### src/rtl/wave_timer_pkg.sv
package wave_timer_pkg;
  typedef enum logic [1:0] {
    MODE_NORMAL = 2'd0,
    MODE_PHASE  = 2'd1,
    MODE_CTC    = 2'd2,
    MODE_FAST   = 2'd3
  } modeT;

  typedef enum logic [1:0] {
    ACT_OFF = 2'd0,
    ACT_TGL = 2'd1,
    ACT_CLR = 2'd2,
    ACT_SET = 2'd3
  } actT;

  // strobes from control to datapath, valid for one clock
  typedef struct packed {
    logic step;      // counter advances this cycle
    logic clrCount;  // wrap to zero
    logic decCount;  // count down instead of up
    logic setDown;   // start falling slope
    logic setUp;     // start rising slope
    logic loadCmp;   // copy held compare into active compare
    logic setOvf;
    logic setCmp;
    logic waveSet;
    logic waveClr;
    logic waveTgl;
  } strobeT;
endpackage

### src/rtl/wave_timer_ctrl.sv
module wave_timer_ctrl
  import wave_timer_pkg::*;
#(
  parameter int WIDTH = 8
) (
  input  logic             tick,
  input  logic             cntWrEn,
  input  logic [WIDTH-1:0] cnt,
  input  logic [WIDTH-1:0] cmpActive,
  input  logic             dirDown,
  input  logic             blockMatch,
  input  modeT             mode,
  input  actT              act,
  output strobeT           strb
);
  localparam logic [WIDTH-1:0] MAXV = {WIDTH{1'b1}};

  logic             step;
  logic             atMax;
  logic             atZero;
  logic             hit;
  logic [WIDTH-1:0] topVal;

  always_comb begin
    step   = tick && !cntWrEn;
    atMax  = (cnt == MAXV);
    atZero = (cnt == '0);
    hit    = step && !blockMatch && (cnt == cmpActive);
    topVal = (mode == MODE_CTC) ? cmpActive : MAXV;

    strb        = '0;
    strb.step   = step;
    strb.setCmp = hit;

    if (mode == MODE_PHASE) begin
      if (!dirDown && atMax) begin
        strb.decCount = 1'b1;
        strb.setDown  = step;
      end else if (dirDown && atZero) begin
        strb.setUp = step;
      end else begin
        strb.decCount = dirDown;
      end
      strb.setOvf  = step && dirDown && atZero;
      strb.loadCmp = step && atMax;
      if (hit && act[1]) begin
        // rising: action 2 clears; falling: action 2 sets
        if (act[0] == dirDown) strb.waveClr = 1'b1;
        else                   strb.waveSet = 1'b1;
      end
    end else begin
      strb.clrCount = (cnt == topVal);
      strb.setOvf   = step && atMax;
      strb.loadCmp  = (mode == MODE_FAST) && step && atMax;
      if (mode == MODE_FAST) begin
        if (step && atMax && act[1]) begin
          // wrap action has priority; hides a match at full scale
          strb.waveSet = (act == ACT_CLR);
          strb.waveClr = (act == ACT_SET);
        end else if (hit && act[1]) begin
          strb.waveClr = (act == ACT_CLR);
          strb.waveSet = (act == ACT_SET);
        end
      end else if (hit) begin
        strb.waveTgl = (act == ACT_TGL);
        strb.waveClr = (act == ACT_CLR);
        strb.waveSet = (act == ACT_SET);
      end
    end
  end
endmodule

### src/rtl/wave_timer_dp.sv
module wave_timer_dp
  import wave_timer_pkg::*;
#(
  parameter int WIDTH = 8
) (
  input  logic             clk,
  input  logic             rst_n,
  input  logic             tick,
  input  logic             cntWrEn,
  input  logic [WIDTH-1:0] cntWrData,
  input  logic             cmpWrEn,
  input  logic [WIDTH-1:0] cmpWrData,
  input  logic             ctlWrEn,
  input  logic [1:0]       ctlMode,
  input  logic [1:0]       ctlOut,
  input  logic             ovfClr,
  input  logic             cmpClr,
  input  strobeT           strb,
  output logic [WIDTH-1:0] cnt,
  output logic [WIDTH-1:0] cmpActive,
  output logic             dirDown,
  output logic             blockMatch,
  output modeT             mode,
  output actT              act,
  output logic             wave,
  output logic             ovfFlag,
  output logic             cmpFlag
);
  logic [WIDTH-1:0] cmpHeld;
  logic             pwmMode;

  assign pwmMode = (mode == MODE_PHASE) || (mode == MODE_FAST);

  always_ff @(posedge clk) begin
    if (!rst_n) begin
      cnt        <= '0;
      cmpHeld    <= '0;
      cmpActive  <= '0;
      dirDown    <= 1'b0;
      blockMatch <= 1'b0;
      mode       <= MODE_NORMAL;
      act        <= ACT_OFF;
      wave       <= 1'b0;
      ovfFlag    <= 1'b0;
      cmpFlag    <= 1'b0;
    end else begin
      if (ctlWrEn) begin
        mode <= modeT'(ctlMode);
        act  <= actT'(ctlOut);
      end

      if (cntWrEn)            cnt <= cntWrData;
      else if (strb.step) begin
        if (strb.clrCount)      cnt <= '0;
        else if (strb.decCount) cnt <= cnt - 1'b1;
        else                    cnt <= cnt + 1'b1;
      end

      if (mode != MODE_PHASE) dirDown <= 1'b0;
      else if (strb.setDown)  dirDown <= 1'b1;
      else if (strb.setUp)    dirDown <= 1'b0;

      if (cntWrEn)   blockMatch <= 1'b1;
      else if (tick) blockMatch <= 1'b0;

      if (cmpWrEn) cmpHeld <= cmpWrData;
      if (cmpWrEn && !pwmMode)            cmpActive <= cmpWrData;
      else if (strb.loadCmp && pwmMode)   cmpActive <= cmpHeld;

      if (strb.waveTgl)      wave <= ~wave;
      else if (strb.waveSet) wave <= 1'b1;
      else if (strb.waveClr) wave <= 1'b0;

      if (strb.setOvf) ovfFlag <= 1'b1;
      else if (ovfClr) ovfFlag <= 1'b0;

      if (strb.setCmp) cmpFlag <= 1'b1;
      else if (cmpClr) cmpFlag <= 1'b0;
    end
  end
endmodule

### src/rtl/wave_timer.sv
module wave_timer
  import wave_timer_pkg::*;
#(
  parameter int WIDTH = 8
) (
  input  logic             clk,
  input  logic             rst_n,
  input  logic             tick,
  input  logic             cntWrEn,
  input  logic [WIDTH-1:0] cntWrData,
  input  logic             cmpWrEn,
  input  logic [WIDTH-1:0] cmpWrData,
  input  logic             ctlWrEn,
  input  logic [1:0]       ctlMode,
  input  logic [1:0]       ctlOut,
  input  logic             pinDir,
  input  logic             ovfClr,
  input  logic             cmpClr,
  output logic [WIDTH-1:0] count,
  output logic             waveOut,
  output logic             pinOvr,
  output logic             pinDrvEn,
  output logic             ovfFlag,
  output logic             cmpFlag
);
  strobeT           strb;
  logic [WIDTH-1:0] cnt;
  logic [WIDTH-1:0] cmpActive;
  logic             dirDown;
  logic             blockMatch;
  modeT             modeQ;
  actT              actQ;

  wave_timer_ctrl #(.WIDTH(WIDTH)) u_ctrl (
    .tick       (tick),
    .cntWrEn    (cntWrEn),
    .cnt        (cnt),
    .cmpActive  (cmpActive),
    .dirDown    (dirDown),
    .blockMatch (blockMatch),
    .mode       (modeQ),
    .act        (actQ),
    .strb       (strb)
  );

  wave_timer_dp #(.WIDTH(WIDTH)) u_dp (
    .clk        (clk),
    .rst_n      (rst_n),
    .tick       (tick),
    .cntWrEn    (cntWrEn),
    .cntWrData  (cntWrData),
    .cmpWrEn    (cmpWrEn),
    .cmpWrData  (cmpWrData),
    .ctlWrEn    (ctlWrEn),
    .ctlMode    (ctlMode),
    .ctlOut     (ctlOut),
    .ovfClr     (ovfClr),
    .cmpClr     (cmpClr),
    .strb       (strb),
    .cnt        (cnt),
    .cmpActive  (cmpActive),
    .dirDown    (dirDown),
    .blockMatch (blockMatch),
    .mode       (modeQ),
    .act        (actQ),
    .wave       (waveOut),
    .ovfFlag    (ovfFlag),
    .cmpFlag    (cmpFlag)
  );

  assign count    = cnt;
  assign pinOvr   = (actQ != ACT_OFF);
  assign pinDrvEn = pinOvr & pinDir;
endmodule

### config.mk
export PLATFORM = sky130hd
export DESIGN_NAME = wave_timer
export DESIGN_NICKNAME = d
export VERILOG_FILES = /design/src/rtl/wave_timer_pkg.sv /design/src/rtl/wave_timer_ctrl.sv /design/src/rtl/wave_timer_dp.sv /design/src/rtl/wave_timer.sv
export SDC_FILE = /design/constraint.sdc
export NUM_CORES = 1
export LEC_CHECK = 0
export ABC_AREA = 1
export BUFFER_PORTS_ARGS = -buffer_cell sky130_fd_sc_hd__buf_2
export CAP_MARGIN = 0
export CORE_ASPECT_RATIO = 1.5
export CORE_MARGIN = 1.5
export CORE_UTILIZATION = 55
export CTS_CLUSTER_SIZE = 12
export DETAILED_ROUTE_END_ITERATION = 12
export PLACE_DENSITY_LB_ADDON = 0.3
export SLEW_MARGIN = 10
export SYNTH_ARGS = -nofsm -noshare
export SYNTH_HDL_FRONTEND = slang
export SYNTH_HIERARCHICAL = 1
export SYNTH_SLANG_ARGS = --single-unit
### constraint.sdc
create_clock -name clk -period 2.57 [get_ports clk]
set_input_delay 0.1285 -clock clk [delete_from_list [all_inputs] [get_ports clk]]
set_output_delay 0.1285 -clock clk [all_outputs]
set_load 0.05 [all_outputs]
==> impl_metrics.json, run 1 <==
{
  "min_from": "ctlMode[1]",
  "ys_seq_area_frac": 0.3221,
  "chipWidth_um": 52.86,
  "core_mm2": 0.003615,
  "viasPerCell": 5.240,
  "vdd_drop_max_uv": 475.0,
  "grt_max_degree": 21,
  "multiInputGateArea_mm2": 0.001166,
  "drc": 0,
  "rsz0062_at_grt": "no",
  "rows": 27,
  "cts_sinks": 33,
  "yosys_warnings": 6,
  "finalSetupViolations": 0,
  "wl_mm": 4.675,
  "synthSimpleGateAreaFrac": 0.3508,
  "layout.cells.non_filler": 404,
  "pin_count": 42,
  "hold_violations": 0,
  "gp_congestion": 0.8371,
  "cts-root-buf": "clkbuf_8",
  "grtUsageTotal": 0.2467,
  "crit_slowest_cell": "ha_1",
  "grt_pass1_vias": 1877,
  "post_cts_resized": 0,
  "hold_path_class": "input pin to flop",
  "finalCritPeriodShare": 0.9161,
  "cp.arrival_ps": 2570,
  "synth_enable_flop_cells": 0,
  "worstMarginPinSlew_ps": 618.7,
  "synth_fp_nets": 353,
  "clockBufferDepth": 2,
  "r2r_end": "u_dp/cnt[7]",
  "synth-adder-area-share": 0.04637,
  "crit_chain": "inv_1, nand2_1, nor3_1, nand3_1, o21ai_0, nor2_1, buf_4, ha_1, nand2_1, inv_1, a21oi_1, nand2_1, nand2_1, nand3_1, a21oi_1",
  "start_util": 0.5673,
  "ys_top_cells_by_area": "dfxtp_1 (32%), nand2_1 (14%), nor2_1 (8.6%), inv_1 (7.3%), o21ai_0 (4.6%)",
  "p_total_w": 0.001340,
  "synth_cells": 317,
  "slew_headroom": 0.5860,
  "synthesis.area_mm2": 0.002051,
  "holdPathStages": 3,
  "fmax_ghz": 0.4248,
  "drt_iter0_drc": 85,
  "synth_xor_area_frac": 0.01281,
  "cts_tree": "done",
  "yosysMostFrequentCell": "nand2_1",
  "dieArea_mm2": 0.004111,
  "p_leak_nw": 1.182,
  "diodes": 0,
  "slew_viol_final": 0,
  "regArea_um2": 669.4,
  "via_count": 2117,
  "synth_ff_type": "dfxtp_1",
  "portBuffers": 41,
  "setup.worst_path.class": "flop to flop",
  "crit_path_end_kind": "flop",
  "synthArstFlopShare": 0,
  "crit_family": "simple AND/OR/NAND/NOR gates",
  "crit_path_frequent_cell": "nand2_1",
  "hpwl_mm": 3.517,
  "critPathMaxStageDelay_ps": 380,
  "crit_path_max_fanout": 8,
  "fill_cells": 347,
  "ant_nets": 0,
  "place_inst": 396,
  "rrSetupSlack_ps": 220,
  "synthMuxAreaShare": 0,
  "final_nets": 396,
  "fin_crit_ps": 2354,
  "rr_worst_depth": 15,
  "grt_first_pass_wirelength_mm": 7.596,
  "clk_latency_ps": 290,
  "ys_ff_latch": 33,
  "yosysTopAreaCellShare": 0.3221,
  "htreeDepth": 2,
  "tns_ps": 0,
  "post-route-util": 0.6656,
  "synth_top_area_cell": "dfxtp_1",
  "cp_num_buf_inv": 3,
  "hold_buffers": 0,
  "synth_top_family_by_area": "simple AND/OR/NAND/NOR gates",
  "overflow": 0,
  "avgSynthCellArea_um2": 6.469,
  "ys_types": 35,
  "status": "finished, final reports clean",
  "required_ps": 2790,
  "fin_skew_ps": 2.496,
  "antenna_found_initial": 0,
  "timing.hold.ws_ps": 56.05,
  "reg2reg_from": "u_dp/cnt[1]",
  "critPathLaunchType": "flop",
  "power-per-cell-area_mw_per_mm2": 557.0,
  "die_h_um": 77.79,
  "dr.pass1.iters": 4,
  "synth_compound_area_frac": 0.1586,
  "clk_pin_slew_ps": 70,
  "post_cts_buffers": 0,
  "area_growth_pct": 17.33,
  "hold_end": "u_dp/mode[1]",
  "synthTopCellsByCount": "nand2_1 (76), nor2_1 (47), inv_1 (40), dfxtp_1 (33), o21ai_0 (19)",
  "maxCapViolCount": 0,
  "final_layout_size_suffix_gt1_frac": 0.2161,
  "wl_per_cell_um": 11.57,
  "cts_buffers": 5
}
per-stage QoR:
| step | cell area [um2] | setup slack [ps] |
|---|---|---|
| CTS | 2406 | 287.1 |
| floorplan | 2059 | 7.500 |
| detailed placement | 2286 | 301.5 |
| finish | 2406 | 215.7 |
| global placement | 2286 | 378.3 |
| global route | 2406 | 88.43 |
cells by family after synthesis:
group | count (synthesis)
buffers and inverters | 53
adders and majority gates | 7
DFF | 33
AOI/OAI and AO/OA | 58
and+or+nand+nor | 163
xor gates and xnor gates | 3
where the power goes:
group / internal, W / switching [W]
registers: 0.000545 / 0.0000311
logic: 0.0000836 / 0.000160
clock network: 0.000315 / 0.000205
total: 0.000944 / 0.000396
layout make-up:
| class | count | share of cell area |
|---|---|---|
| Clock buffer | 6 | 0.03432 |
| Clock inverter | 2 | 0.01560 |
| Inverter | 45 | 0.07020 |
| Multi-Input combinational cell | 231 | 0.4847 |
| Sequential cell | 33 | 0.2782 |
| Tap cell | 43 | 0.02236 |
| Timing Repair Buffer | 44 | 0.09464 |
registers in the layout (all words and copies together), names as in the netlist:
register	flops
u_dp/act	2
u_dp/blockMatch	1
u_dp/cmpActive	8
u_dp/cmpFlag	1
u_dp/cmpHeld	8
u_dp/cnt	8
u_dp/dirDown	1
u_dp/mode	2
u_dp/ovfFlag	1
u_dp/wave	1
placed cells by master, fill, tap and decap left out, types with 4 or more instances in the layout:
cell type	synthesis	routed
nand3_1	15	15
nand2_2	4	4
inv_2	5	5
clkbuf_8	0	6
nor2_2	5	5
a21oi_1	15	15
inv_1	40	40
ha_1	6	6
a31oi_1	12	12
dfxtp_2	0	7
o21ai_0	19	19
buf_2	2	41
a22oi_1	4	4
nand2_1	76	76
nor2_1	47	47
dfxtp_1	33	26
metal layers:
metal | wire length (um) | track usage | part of all wire | vias to the layer above
li1 | - | - | - | 1106
met1 | 1894 | 0.2433 | 0.41 | 937
met2 | 2462 | 0.4625 | 0.53 | 65
met3 | 226 | 0.06346 | 0.048 | 9
met4 | 91 | 0.09744 | 0.019 | 0
met5 | 0 | 0 | 0 | -
worst max-delay path by stage:
stage / start / to / slack [ps] / depth (start not counted)
2_1_floorplan: u_dp/cnt[3] / u_dp/cnt[7] / 8 / 13
3_3_place_gp: u_dp/cnt[1] / u_dp/cnt[7] / 380 / 15
3_5_place_dp: u_dp/cnt[1] / u_dp/cnt[7] / 300 / 15
4_1_cts: u_dp/cnt[1] / u_dp/cnt[7] / 290 / 15
5_1_grt: u_dp/cnt[1] / u_dp/cnt[6] / 90 / 15
6_report: u_dp/cnt[1] / u_dp/cnt[7] / 220 / 15
worst register-to-register path: cells and delay by family (launching register included):
kind / cells / cell delay, ps
fa+ha+maj: 1 / 380
buf+inv: 3 / 320
flops: 1 / 350
simple gates: 8 / 780
compound gates: 3 / 450
Note: power is estimated with default switching activity, not from simulation.
==> run 2, diff against run 1 <==
--- a/config.mk
+++ b/config.mk
@@ -8,12 +8,15 @@
 export ABC_AREA = 1
 export BUFFER_PORTS_ARGS = -buffer_cell sky130_fd_sc_hd__buf_2
 export CAP_MARGIN = 0
+export CELL_PAD_IN_SITES_DETAIL_PLACEMENT = 0
+export CELL_PAD_IN_SITES_GLOBAL_PLACEMENT = 1
 export CORE_ASPECT_RATIO = 1.5
 export CORE_MARGIN = 1.5
-export CORE_UTILIZATION = 55
+export CORE_UTILIZATION = 38
 export CTS_CLUSTER_SIZE = 12
 export DETAILED_ROUTE_END_ITERATION = 12
 export PLACE_DENSITY_LB_ADDON = 0.3
+export REMOVE_ABC_BUFFERS = 1
 export SLEW_MARGIN = 10
 export SYNTH_ARGS = -nofsm -noshare
 export SYNTH_HDL_FRONTEND = slang
==> run 2 against run 1 <==
Effect of this change:
- count of clock-buffer cells in the layout is the same
- routed wire length rose by 6.1%
- worst setup slack gained 82 ps
- flip-flop and latch count stayed put
- clock power down 26%
- utilization fell by 20 points
- non-clock buffer count is 4 higher
- critical path depth unchanged
- sequential share of layout area is 0.50 points lower
- largest cell class unchanged
- highest routed layer unchanged
==> impl_metrics.json, run 2 (synthesis gave the netlist of run 1 again) <==
{
  "required_ps": 2780,
  "holdPathStages": 3,
  "rows": 32,
  "grt_pass1_vias": 1967,
  "start_util": 0.3970,
  "crit_family": "simple AND/OR/NAND/NOR gates",
  "critPathLaunchType": "flop",
  "slew_viol_final": 0,
  "crit_slowest_cell": "fa_1",
  "slew_headroom": 0.5627,
  "grt_max_degree": 21,
  "grt_first_pass_wirelength_mm": 8.590,
  "via_count": 2070,
  "dr.pass1.iters": 4,
  "worstMarginPinSlew_ps": 653.5,
  "fmax_ghz": 0.4401,
  "cp.arrival_ps": 2480,
  "fin_crit_ps": 2272,
  "overflow": 0,
  "vdd_drop_max_uv": 287.9,
  "dieArea_mm2": 0.005855,
  "tns_ps": 0,
  "diodes": 0,
  "setup.worst_path.class": "flop to flop",
  "wl_per_cell_um": 11.46,
  "die_h_um": 92.97,
  "hold_violations": 0,
  "wl_mm": 4.962,
  "clk_pin_slew_ps": 70,
  "htreeDepth": 2,
  "fill_cells": 559,
  "clk_latency_ps": 280,
  "core_mm2": 0.005165,
  "place_inst": 424,
  "final_layout_size_suffix_gt1_frac": 0.2082,
  "reg_top3": "u_dp/cmpActive x8, u_dp/cmpHeld x8, u_dp/cnt x8",
  "cts_sinks": 33,
  "gp_congestion": 0.8870,
  "cts_tree": "done",
  "fin_skew_ps": 3.780,
  "finalCritPeriodShare": 0.8841,
  "final_cell_mix": "nand2_1 (76), nor2_1 (47), buf_2 (41)",
  "hold_buffers": 0,
  "drc": 0,
  "rsz0062_at_grt": "no",
  "final_common_cell": "nand2_1",
  "chipWidth_um": 62.98,
  "drt_iter0_drc": 67,
  "critPathMaxStageDelay_ps": 440,
  "crit_path_max_fanout": 8,
  "hpwl_mm": 3.843,
  "final_nets": 400,
  "crit_path_frequent_cell": "nand2_1",
  "area_growth_pct": 18.12,
  "portBuffers": 41,
  "cts_buffers": 5,
  "finalSetupViolations": 0,
  "ant_nets": 0,
  "grtUsageTotal": 0.1837,
  "p_leak_nw": 1.187,
  "viasPerCell": 4.781,
  "maxCapViolCount": 0,
  "layout.cells.non_filler": 433,
  "clockBufferDepth": 2,
  "crit_chain": "inv_2, nand2_1, nor3_1, nand3_1, o21ai_0, nor2_1, buf_4, fa_1, nand2_1, nand2_1, nand3b_1, nand2_1, nand2_1, nand3_1, a21oi_1",
  "cts-root-buf": "clkbuf_8",
  "hold_path_class": "input pin to flop",
  "rr_worst_depth": 15,
  "post-route-util": 0.4690,
  "cp_num_buf_inv": 2,
  "power-per-cell-area_mw_per_mm2": 497.3,
  "crit_path_end_kind": "flop",
  "antenna_found_initial": 0,
  "pin_count": 42,
  "crit_cells": 15,
  "status": "finished, final reports clean"
}
==> run 2: changes by cell type in the layout (fill, tap and decap cells not counted), moves of 2 or more <==
| cell | delta |
|---|---|
| buf_4 | +4 |
| dfxtp_2 | -6 |
| clkinv_2 | +2 |
| dfxtp_1 | +6 |
==> run 2: path summary, 6_finish.rpt <==
path / slack [ps] / startpoint / end
worst min-delay path: 60 / ctlOut[0] / u_dp/act[0]
worst min register to register: 480 / u_dp/cmpHeld[1] / u_dp/cmpActive[1]
worst max register to register: 300 / u_dp/cnt[1] / u_dp/cnt[6]
worst max-delay path: 300 / u_dp/cnt[1] / u_dp/cnt[6]
==> run 2: metal layers <==
| layer | GRT usage | routed length (um) | vias up |
|---|---|---|---|
| met1 | 0.2010 | 2195 | 916 |
| met5 | 0 | 0 | - |
| met4 | 0.07407 | 76 | 0 |
| li1 | - | - | 1115 |
| met2 | 0.3395 | 2540 | 33 |
| met3 | 0.03851 | 150 | 6 |
==> run 2: power by group <==
part	leakage [nW]	switching (W)	internal, W
clock	0.0450	0.000196	0.000188
combinational	0.869	0.000162	0.0000865
sequential	0.273	0.0000286	0.000544
==> run 2: tightest hold or removal path, stage by stage <==
cell and delay (ps):
buf_2 70, nor2_1 30, nor2_1 80
==> run 2: final cells by class <==
type                       count  area (um2)  share of cell area
timing repair buffer          48       257.7              0.1064
sequential                    33       661.9              0.2732
multi-input combinational    231        1166              0.4814
inverter                      45       168.9             0.06973
clock buffer                   6       72.57             0.02996
tap                           68       85.08             0.03512
clock inverter                 2       10.01            0.004132
==> run 2: metrics by stage <==
stage                     cell area (um2)  total power, W  hold slack (ps)  worst slack [ps]
after floorplan                      1996       0.0007481            217.9            -93.66
after global placement               2331       0.0008333            353.3             237.5
after detailed placement             2331       0.0008339            356.8             242.8
after CTS                            2414        0.001219            55.36             201.5
after global routing                 2422        0.001277            69.10             1.283
final                                2422        0.001205            64.42             297.8
==> run 2: what timing repair did <==
action,CTS,global route
gates resized for setup,0,2
setup buffers,0,1
setup endpoints to repair,0,3
==> run 3, diff against run 2 <==
--- a/config.mk
+++ b/config.mk
@@ -8,7 +8,7 @@
 export ABC_AREA = 1
 export BUFFER_PORTS_ARGS = -buffer_cell sky130_fd_sc_hd__buf_2
 export CAP_MARGIN = 0
-export CELL_PAD_IN_SITES_DETAIL_PLACEMENT = 0
+export CELL_PAD_IN_SITES_DETAIL_PLACEMENT = 1
 export CELL_PAD_IN_SITES_GLOBAL_PLACEMENT = 1
 export CORE_ASPECT_RATIO = 1.5
 export CORE_MARGIN = 1.5
==> run 3 against run 2 <==
Effect of this change:
- maximum frequency down 4.5%
- die area is the same
- sequential power is essentially flat
- via count grew 4.9%
- flip-flop and latch count did not move
- sequential share of layout area shrank 0.056 points
- combinational power is 3% higher
- clock skew is 3.8 ps higher
- critical path depth is 2 lower
- power up 2.9%
- critical path type unchanged
- largest cell class unchanged
==> impl_metrics.json, run 3 (synthesis gave the netlist of run 1 again) <==
{
  "status": "finished, final reports clean",
  "cts_sinks": 33,
  "fill_cells": 751,
  "viasPerCell": 5.039,
  "timing.hold.ws_ps": 72.43,
  "final_nets": 399,
  "antenna_found_initial": 0,
  "vdd_drop_max_uv": 294.9,
  "grtUsageTotal": 0.2133,
  "pin_count": 42,
  "fmax_ghz": 0.4203,
  "rows": 32,
  "dieArea_mm2": 0.005855,
  "gp_congestion": 0.8870,
  "crit_path_end_kind": "flop",
  "htreeDepth": 2,
  "die_h_um": 92.97,
  "core_mm2": 0.005165,
  "clk_pin_slew_ps": 80,
  "portBuffers": 41,
  "p_leak_nw": 1.183,
  "area_growth_pct": 18.36,
  "chipWidth_um": 62.98,
  "dpl_cell_area_mm2": 0.002331,
  "grt_max_degree": 21,
  "clockBufferDepth": 2,
  "setup.worst_path.class": "flop to flop",
  "slew_headroom": 0.5429,
  "finalCritPeriodShare": 0.9258,
  "reg_top3": "u_dp/cmpActive x8, u_dp/cmpHeld x8, u_dp/cnt x8",
  "final_cell_mix": "nand2_1 (76), nor2_1 (47), buf_2 (41)",
  "p_total_w": 0.001239,
  "wl_met3_um": 148,
  "fin_skew_ps": 7.545,
  "ant_nets": 0,
  "wl_per_cell_um": 13.46,
  "drc": 0,
  "cp.arrival_ps": 2600,
  "slew_viol_final": 0,
  "routed.top_layer": "met4",
  "grt_first_pass_wirelength_mm": 10.06,
  "cts_tree": "done",
  "maxCapViolCount": 0,
  "via_count": 2172,
  "grt_pass1_vias": 2202,
  "fin_crit_ps": 2379,
  "final_layout_size_suffix_gt1_frac": 0.2094,
  "wl_mm": 5.803,
  "overflow": 0,
  "worstMarginPinSlew_ps": 683.1,
  "post_cts_buffers": 0,
  "cts-root-buf": "clkbuf_8",
  "hold_path_class": "input pin to flop",
  "start_util": 0.3970,
  "critPathLaunchType": "flop",
  "hold_violations": 0,
  "hpwl_mm": 4.578,
  "crit_path_max_fanout": 8,
  "drt_iter0_drc": 60,
  "finalSetupViolations": 0,
  "final_common_cell": "nand2_1",
  "final_area_mm2": 0.002427,
  "met2_length_mm": 3.154,
  "cts_buffers": 5,
  "met1_length_mm": 2.388,
  "dr.pass1.iters": 4,
  "diodes": 0,
  "clk_latency_ps": 280,
  "power-per-cell-area_mw_per_mm2": 510.5,
  "required_ps": 2790
}
==> run 3: worst paths after layout <==
| kind | from | endpoint | slack, ps | cells past startpoint |
|---|---|---|---|---|
| worst max register to register | u_dp/cnt[5] | u_dp/cnt[6] | 190 | 13 |
| worst min-delay path | ctlOut[0] | u_dp/act[0] | 70 | 3 |
| worst max-delay path | u_dp/cnt[5] | u_dp/cnt[6] | 190 | 13 |
| worst min register to register | u_dp/cmpHeld[3] | u_dp/cmpActive[3] | 480 | 2 |
==> run 3: critical path: stages, from the launching register on <==
cell and delay (ps):
dfxtp_1 380, nor4_1 290, nand3_1 170, o21ai_0 110
nor2_1 50, buf_4 170, fa_1 440, nand2_1 90
nand2_1 110, nand3b_1 160, nand2_1 80, nand2_1 70
nand3_1 70, a21oi_1 130
==> run 3: power by group <==
group / internal (W) / switching (W)
clock network: 0.000212 / 0.000197
logic: 0.0000872 / 0.000169
registers: 0.000544 / 0.0000300
==> run 3: final cells by class <==
class | count | area [um2] | area share
multi-input cells | 231 | 1171 | 0.4825
flip-flops and latches | 33 | 661.9 | 0.2727
repair buffers | 47 | 250.2 | 0.1031
inverters | 45 | 168.9 | 0.06959
well taps | 68 | 85.08 | 0.03505
clock buffers | 6 | 82.58 | 0.03402
clock inverters | 1 | 7.507 | 0.003093
==> run 3: timing repair <==
item | CTS | global route
hold endpoints to repair | 0 | 0
hold buffers | 0 | 0
resized for setup | 0 | 3
setup endpoints to repair | 0 | 2
==> run 3: per-layer routing <==
layer  track usage  vias to the layer above
li1              -                     1106
met1        0.2412                     1025
met2        0.4025                       31
met3       0.02768                       10
met4       0.07593                        0
met5             0                        -
==> run 3: stage by stage <==
stage / utilization / setup TNS [ps] / setup slack, ps / std cells
after floorplan: - / -186.9 / -93.66 / 309
after global placement: 0.4513 / 0 / 237.5 / 424
after detailed placement: 0.4513 / 0 / 205.7 / 424
after CTS: 0.4688 / 0 / 181.3 / 431
after global routing: 0.4700 / -12.51 / -12.51 / 431
final: 0.4700 / 0 / 190.7 / 431
